[config.mk]
export PLATFORM = sky130hd
export DESIGN_NAME = wls_link_sched
export DESIGN_NICKNAME = d
export VERILOG_FILES = /design/src/rtl/wls_pkg.sv /design/src/rtl/wls_first_set.sv /design/src/rtl/wls_credit_bank.sv /design/src/rtl/wls_rotor.sv /design/src/rtl/wls_link_sched.sv
export SDC_FILE = /design/constraint.sdc
export NUM_CORES = 1
export LEC_CHECK = 0
export ABC_AREA = 1
export CORE_UTILIZATION = 32
export DETAILED_ROUTE_END_ITERATION = 10
export HOLD_SLACK_MARGIN = 0.03
export SLEW_MARGIN = 20
export SYNTH_ARGS = -nofsm -noshare
export SYNTH_HDL_FRONTEND = slang
export SYNTH_HIERARCHICAL = 1
export SYNTH_SLANG_ARGS = --single-unit
export TNS_END_PERCENT = 30
[constraint.sdc]
create_clock -name clk -period 3.7 [get_ports clk]
set_input_delay 0.74 -clock clk [delete_from_list [all_inputs] [get_ports clk]]
set_output_delay 0.74 -clock clk [all_outputs]
set_load 0.01 [all_outputs]
[src/rtl/wls_pkg.sv]
// Package: shared types for the weighted link scheduler.
// Assumes nothing beyond IEEE 1800-2017 packages.
package wls_pkg;
    // Link ownership state of the scheduler.
    typedef enum logic [0:0] {
        LINK_FREE = 1'b0,
        LINK_HELD = 1'b1
    } link_state_e;
endpackage

[src/rtl/wls_first_set.sv]
// Module: wls_first_set
// Finds the lowest set bit of a vector (the highest-priority requester).
// Assumes IW >= $clog2(N); purely combinational.
module wls_first_set #(
    parameter int N  = 4,
    parameter int IW = 2
) (
    input  logic [N-1:0]  vec_i,
    output logic          found_o,
    output logic [IW-1:0] idx_o
);
    // Scan from the top so the lowest index wins last.
    always_comb begin
        found_o = 1'b0;
        idx_o   = '0;
        for (int i = N - 1; i >= 0; i--) begin
            if (vec_i[i]) begin
                found_o = 1'b1;
                idx_o   = IW'(i);
            end
        end
    end
endmodule

[src/rtl/wls_credit_bank.sv]
// Module: wls_credit_bank
// Holds one byte-credit counter per queue. A counter is cleared while its
// queue is empty and not granted, gains the quantum on a walk visit, and
// loses the packet length when a weighted packet completes.
// Assumes callers never subtract more than the counter holds and DW is
// wide enough for quantum plus one maximum packet.
module wls_credit_bank #(
    parameter int NQ    = 4,
    parameter int IW    = 2,
    parameter int LEN_W = 11,
    parameter int QW    = 11,
    parameter int DW    = 13
) (
    input  logic             clk,
    input  logic             rst_n,
    input  logic [NQ-1:0]    q_ready_i,
    input  logic [NQ*QW-1:0] quantum_i,
    input  logic             add_en_i,
    input  logic [IW-1:0]    add_idx_i,
    input  logic             sub_en_i,
    input  logic [IW-1:0]    sub_idx_i,
    input  logic [LEN_W-1:0] sub_amt_i,
    input  logic             hold_en_i,
    input  logic [IW-1:0]    hold_idx_i,
    output logic [NQ*DW-1:0] credit_o
);
    generate
        for (genvar g = 0; g < NQ; g++) begin : g_cnt
            logic [DW-1:0] cnt_q;
            logic          held;
            logic [DW-1:0] qnt;
            logic [DW-1:0] amt;

            // Decode per-queue controls and widen operands.
            always_comb begin
                held = hold_en_i && (hold_idx_i == IW'(g));
                qnt  = {{(DW - QW){1'b0}}, quantum_i[g*QW +: QW]};
                amt  = {{(DW - LEN_W){1'b0}}, sub_amt_i};
            end

            // Update the credit of queue g.
            always_ff @(posedge clk) begin
                if (!rst_n) begin
                    cnt_q <= '0;
                end else if (!q_ready_i[g] && !held) begin
                    cnt_q <= '0;
                end else if (add_en_i && add_idx_i == IW'(g)) begin
                    cnt_q <= cnt_q + qnt;
                end else if (sub_en_i && sub_idx_i == IW'(g)) begin
                    cnt_q <= cnt_q - amt;
                end
            end

            assign credit_o[g*DW +: DW] = cnt_q;
        end
    endgenerate
endmodule

[src/rtl/wls_rotor.sv]
// Module: wls_rotor
// Walks the queues for weighted service, one action per enabled cycle:
// skip an empty queue, credit a newly visited queue, grant a fitting head
// packet, or leave a queue whose head does not fit.
// Assumes step_i is only raised while the link is free, weighted mode is
// selected and at least one queue is non-empty.
module wls_rotor #(
    parameter int NQ    = 4,
    parameter int IW    = 2,
    parameter int LEN_W = 11,
    parameter int DW    = 13
) (
    input  logic                clk,
    input  logic                rst_n,
    input  logic                step_i,
    input  logic [NQ-1:0]       q_ready_i,
    input  logic [NQ*LEN_W-1:0] head_len_i,
    input  logic [NQ*DW-1:0]    credit_i,
    output logic                add_o,
    output logic                pick_o,
    output logic [IW-1:0]       sel_o
);
    logic [IW-1:0]    ptr_q;
    logic             fresh_q;
    logic             here_ready;
    logic [DW-1:0]    here_len;
    logic [DW-1:0]    here_cred;
    logic             fits;
    logic             move;

    // Look at the queue under the pointer and choose this cycle's action.
    always_comb begin
        here_ready = q_ready_i[ptr_q];
        here_len   = {{(DW - LEN_W){1'b0}}, head_len_i[int'(ptr_q)*LEN_W +: LEN_W]};
        here_cred  = credit_i[int'(ptr_q)*DW +: DW];
        fits       = here_len <= here_cred;
        add_o      = step_i && here_ready && fresh_q;
        pick_o     = step_i && here_ready && !fresh_q && fits;
        move       = step_i && (!here_ready || (!fresh_q && !fits));
        sel_o      = ptr_q;
    end

    // Advance the pointer and track whether the current visit was credited.
    always_ff @(posedge clk) begin
        if (!rst_n) begin
            ptr_q   <= '0;
            fresh_q <= 1'b1;
        end else if (move) begin
            ptr_q   <= (ptr_q == IW'(NQ - 1)) ? '0 : ptr_q + 1'b1;
            fresh_q <= 1'b1;
        end else if (add_o) begin
            fresh_q <= 1'b0;
        end
    end
endmodule

[src/rtl/wls_link_sched.sv]
// Module: wls_link_sched (top)
// Grants one output link to one of NQ class queues at a time, either by
// strict priority (queue 0 first) or by byte-weighted deficit round-robin.
// A grant is held until tx_done_i; decisions, including the mode choice,
// are made only while the link is free.
// Assumes NQ >= 2, every quantum non-zero in weighted mode, and that a
// granted queue stays non-empty until its done strobe.
module wls_link_sched
    import wls_pkg::*;
#(
    parameter int NQ    = 4,
    parameter int LEN_W = 11,
    parameter int QW    = 11
) (
    input  logic                clk,
    input  logic                rst_n,
    input  logic                strict_mode_i,
    input  logic [NQ-1:0]       q_ready_i,
    input  logic [NQ*LEN_W-1:0] q_head_len_i,
    input  logic [NQ*QW-1:0]    q_quantum_i,
    input  logic                tx_done_i,
    output logic [NQ-1:0]       grant_o,
    output logic                grant_valid_o
);
    localparam int IW = $clog2(NQ);
    localparam int DW = ((LEN_W > QW) ? LEN_W : QW) + 2;

    link_state_e      state_q;
    logic [IW-1:0]    cur_q;
    logic [LEN_W-1:0] cur_len_q;
    logic             cur_wrr_q;

    logic             any_ready;
    logic             free;
    logic             prio_found;
    logic [IW-1:0]    prio_idx;
    logic             rot_step;
    logic             rot_add;
    logic             rot_pick;
    logic [IW-1:0]    rot_sel;
    logic             launch;
    logic [IW-1:0]    launch_idx;
    logic             finish;
    logic [NQ*DW-1:0] credit;

    // Decision inputs: link free, anything waiting, which discipline acts.
    always_comb begin
        any_ready  = |q_ready_i;
        free       = (state_q == LINK_FREE);
        rot_step   = free && !strict_mode_i && any_ready;
        launch     = free && (strict_mode_i ? prio_found : rot_pick);
        launch_idx = strict_mode_i ? prio_idx : rot_sel;
        finish     = !free && tx_done_i;
    end

    wls_first_set #(
        .N  (NQ),
        .IW (IW)
    ) prio_i (
        .vec_i   (q_ready_i),
        .found_o (prio_found),
        .idx_o   (prio_idx)
    );

    wls_rotor #(
        .NQ    (NQ),
        .IW    (IW),
        .LEN_W (LEN_W),
        .DW    (DW)
    ) rotor_i (
        .clk        (clk),
        .rst_n      (rst_n),
        .step_i     (rot_step),
        .q_ready_i  (q_ready_i),
        .head_len_i (q_head_len_i),
        .credit_i   (credit),
        .add_o      (rot_add),
        .pick_o     (rot_pick),
        .sel_o      (rot_sel)
    );

    wls_credit_bank #(
        .NQ    (NQ),
        .IW    (IW),
        .LEN_W (LEN_W),
        .QW    (QW),
        .DW    (DW)
    ) bank_i (
        .clk        (clk),
        .rst_n      (rst_n),
        .q_ready_i  (q_ready_i),
        .quantum_i  (q_quantum_i),
        .add_en_i   (rot_add),
        .add_idx_i  (rot_sel),
        .sub_en_i   (finish && cur_wrr_q),
        .sub_idx_i  (cur_q),
        .sub_amt_i  (cur_len_q),
        .hold_en_i  (!free),
        .hold_idx_i (cur_q),
        .credit_o   (credit)
    );

    // Track link ownership and capture the granted packet's details.
    always_ff @(posedge clk) begin
        if (!rst_n) begin
            state_q   <= LINK_FREE;
            cur_q     <= '0;
            cur_len_q <= '0;
            cur_wrr_q <= 1'b0;
        end else if (launch) begin
            state_q   <= LINK_HELD;
            cur_q     <= launch_idx;
            cur_len_q <= q_head_len_i[int'(launch_idx)*LEN_W +: LEN_W];
            cur_wrr_q <= !strict_mode_i;
        end else if (finish) begin
            state_q   <= LINK_FREE;
        end
    end

    // Drive the one-hot grant from the held owner.
    always_comb begin
        grant_valid_o = !free;
        grant_o       = free ? '0 : (NQ'(1) << cur_q);
    end
endmodule

==> impl_metrics.tcl <==
set metrics [dict create \
    cts-htree-levels 3 \
    dp_hpwl_um 23000 \
    clk_pin_slew_ns 0.07 \
    layout_min_cycle_time_ns 3.42 \
    timing.critical_path.slowest_cell_delay_ns 0.45 \
    firstDrtPassIters 6 \
    yosysWarnings 6 \
    cts_tree "done" \
    initial_core_utilization_pct 32.6 \
    synth_top_area_share_pct 17.7 \
    cp_data_arrival_time_ns 3.73 \
    synth_edf_count 0 \
    timing.final.hold_violations 0 \
    via_per_inst 4.92 \
    clock_power_share_pct 26.0 \
    core-area_um2 24300 \
    total_leakage_power_uw 0.00552 \
    cts_root_buffer "sky130_fd_sc_hd__clkbuf_16" \
    max-slew-margin-rel_pct 56.8 \
    critical-path-top-delay-family "buffers and inverters" \
    first_global_vias 8988 \
    io_port_bufs 100 \
    postSynth.asyncResetShare_pct 0 \
    num_io_pins 101 \
    placedInstanceArea_um2 10100 \
    critical-path-slowest-cell "sky130_fd_sc_hd__clkdlybuf4s50_1" \
    synthesized_netlist_cell_count 1389 \
    net-switching-power_uw 1660 \
    wl_per_cell_um 15.1 \
    drt_first_iter_violations 751 \
    critPathMaxFanout 5 \
    clk_path_buf_depth 2 \
    gr-usage-met2_pct 39.3 \
    use_met3_pct 4.53 \
    synth_area_leader_cell "sky130_fd_sc_hd__dfxtp_1" \
    synth_area_per_cell_um2 5.70 \
    share_seq_of_total_power_pct 20.9 \
    rd_place_congestion 0.954 \
    cts.sink_count 70 \
    total_power_uw 4000 \
    internal_power_uw 2340 \
    finalCritPeriodShare_pct 92.5 \
    cts_hold_buf 0 \
    antenna_found_initial 1 \
    clock_network_latency_to_the_later_pin_of_the_worst_skew_pair_ns 0.35 \
    cts_inserted_buffers 9 \
    netlist-cell-type-count 39 \
    grt_setup_unrepaired "false" \
    grt_pass1_wl_um 46300 \
    global_route.peak_usage_layer "met2" \
    timing.clock.skew_ns 0.00857 \
    synthFlopType "sky130_fd_sc_hd__dfxtp_1" \
    setup_viol 0 \
    layout.cells.most_common "sky130_fd_sc_hd__nand2_1" \
    detail-route-antenna-nets 0 \
    grt_use_total_pct 23.1 \
    layout.filler_cells 2583 \
    net_count_synth 1554 \
    critPathRequiredTime_ns 4.01 \
    final_design_area_no_fill_um2 10600 \
    core.rowCount 57 \
    critical_path_class "in -> reg" \
    chip_width_um 159 \
    route.vias.total 9485 \
    grt_use_met1_pct 29.8 \
    max_freq_mhz 292 \
    crit_path_cell_trace "clkdlybuf4s50_1, nor4_2, nor3_2, nand2_1, nor2_1, buf_4, nand3_2, clkinv_2, buf_4, o21ai_1, ha_2, inv_1, fa_2, inv_2, nand2_2, o21ai_4, a21oi_2, or2_2, nand3_1, nand2_1, inv_1" \
    nature_of_the_critical_path_startpoint "input pin" \
    die-area_um2 25400 \
    globalRoute.totalOverflow 0 \
    netlist_top_cells_area "sky130_fd_sc_hd__dfxtp_1, sky130_fd_sc_hd__nand2_1, sky130_fd_sc_hd__inv_1" \
    combPwrFrac_pct 53.1 \
    maximum_capacitance_violations 0 \
    fraction_of_final_layout_cells_with_drive_strength_greater_than_1_pct 13.5 \
    final-max-slew-violation-count 0 \
    hold_class "reg -> reg" \
    detail_route.wirelength_um 29100 \
    ys_ff_latch 70 \
    r2r_setup_slack_ns 0.53 \
    sw_frac_of_total_pct 41.5 \
    post_synth_instance_area_um2 7920 \
    status "complete, no violations" \
    fp.dieH_um 159 \
    worst_setup_path_end_kind "flip-flop" \
    powerDensity_nw_per_um2 377 \
    synthToLayoutAreaGrowth_pct 33.9 \
    grt_start_max_net_pins 29 \
    synth-seq-area-share_pct 17.7 \
    num-nets-final 1764 \
    most-common-layout-cells "sky130_fd_sc_hd__nand2_1, sky130_fd_sc_hd__inv_1, sky130_fd_sc_hd__nor2_1, sky130_fd_sc_hd__nand3_1, sky130_fd_sc_hd__buf_4" \
    drc 0 \
    worst-slew-pin-transition_ns 0.648 \
    antenna_cells_inserted 0 \
    vdd.ir_drop.worst_mv 0.248 \
    critical_path_buf_inv_count 7 \
]
[final timing paths]
path | from | endpoint | depth (start not counted)
worst max-delay path | q_ready_i[2] | bank_i/g_cnt[2].cnt_q[6] | 21
worst min-delay path | cur_wrr_q | cur_wrr_q | 2
worst max register to register | rotor_i/sel_o[1] | cur_len_q[4] | 19
worst min register to register | cur_wrr_q | cur_wrr_q | 2
[per-layer routing]
| metal | part of all wire, % | vias up |
|---|---|---|
| li1 | - | 4850 |
| met4 | 2.0 | 0 |
| met3 | 7.1 | 41 |
| met5 | 0 | - |
| met1 | 44 | 4284 |
| met2 | 47 | 310 |
[kinds of logic (layout without fill, tap and decap cells)]
logic type | count (synthesis) | after routing | synth area share (%)
AOI/OAI and AO/OA | 212 | 212 | 15.3
buffers and inverters | 274 | 488 | 14.0
adders and majority gates | 69 | 69 | 11.3
xor gates and xnor gates | 22 | 22 | 2.43
and+or+nand+nor | 742 | 742 | 39.3
DFF | 70 | 70 | 17.7
[area by class of cell]
type	count	area (um2)	area share (%)
multi-input combinational	1045	5490	51.8
timing repair buffer	241	2090	19.7
sequential	70	1400	13.2
inverter	232	875	8.25
tap	324	405	3.82
clock buffer	9	225	2.12
clock inverter	6	111	1.05
[cells in the mapped netlist (10+ instances only)]
cell                      count
sky130_fd_sc_hd__nand2_1    348
sky130_fd_sc_hd__inv_1      223
sky130_fd_sc_hd__nor2_1     193
sky130_fd_sc_hd__nand3_1    147
sky130_fd_sc_hd__o21ai_0     88
sky130_fd_sc_hd__dfxtp_1     70
sky130_fd_sc_hd__a21oi_1     66
sky130_fd_sc_hd__ha_1        65
sky130_fd_sc_hd__buf_2       20
sky130_fd_sc_hd__xor2_1      20
sky130_fd_sc_hd__nand4_1     12
sky130_fd_sc_hd__a32o_1      11
sky130_fd_sc_hd__o22ai_1     11
sky130_fd_sc_hd__nor3_1      10
[metrics by stage]
stage	util [%]	TNS, ns	hold WS (ns)	worst slack [ns]	cells
final	43.6	0	0.470	0.279	1927
after detailed placement	41.7	-6.91	0.466	-0.417	1908
after global routing	43.6	0	0.506	0.0529	1927
after CTS	43.2	0	0.475	0.0186	1923
after global placement	41.7	-5.53	0.464	-0.305	1908
after floorplan	-	0	0.444	0.131	1389
[power by group through the flow]
stage,combinational [uW],sequential [uW],clock (uW)
floorplan,1230,838,0
global placement,2030,852,0
detailed placement,2060,854,0
CTS,2070,837,1050
global route,2360,842,1080
finish,2120,838,1040
[timing repair]
item / in CTS / in global routing
buffers inserted: 0 / 4
endpoints found under the setup margin: 2 / 32
gates resized for setup: 4 / 28
hold endpoints to repair: 0 / 0
pin swaps: 2 / 8
[state kept, by name (all words and copies together) (netlist names)]
signal	flops
bank_i/g_cnt.cnt_q	52
cur_wrr_q	1
rotor_i/sel_o	2
cur_len_q	11
rotor_i/fresh_q	1
grant_valid_o	1
cur_q	2
[tightest hold or removal path, cell delays in order, from the launching register on]
cell and delay (ns):
sky130_fd_sc_hd__dfxtp_1 0.31, sky130_fd_sc_hd__nand2_1 0.06, sky130_fd_sc_hd__a21oi_1 0.06
No activity file was read; power rests on OpenSTA's default activity.
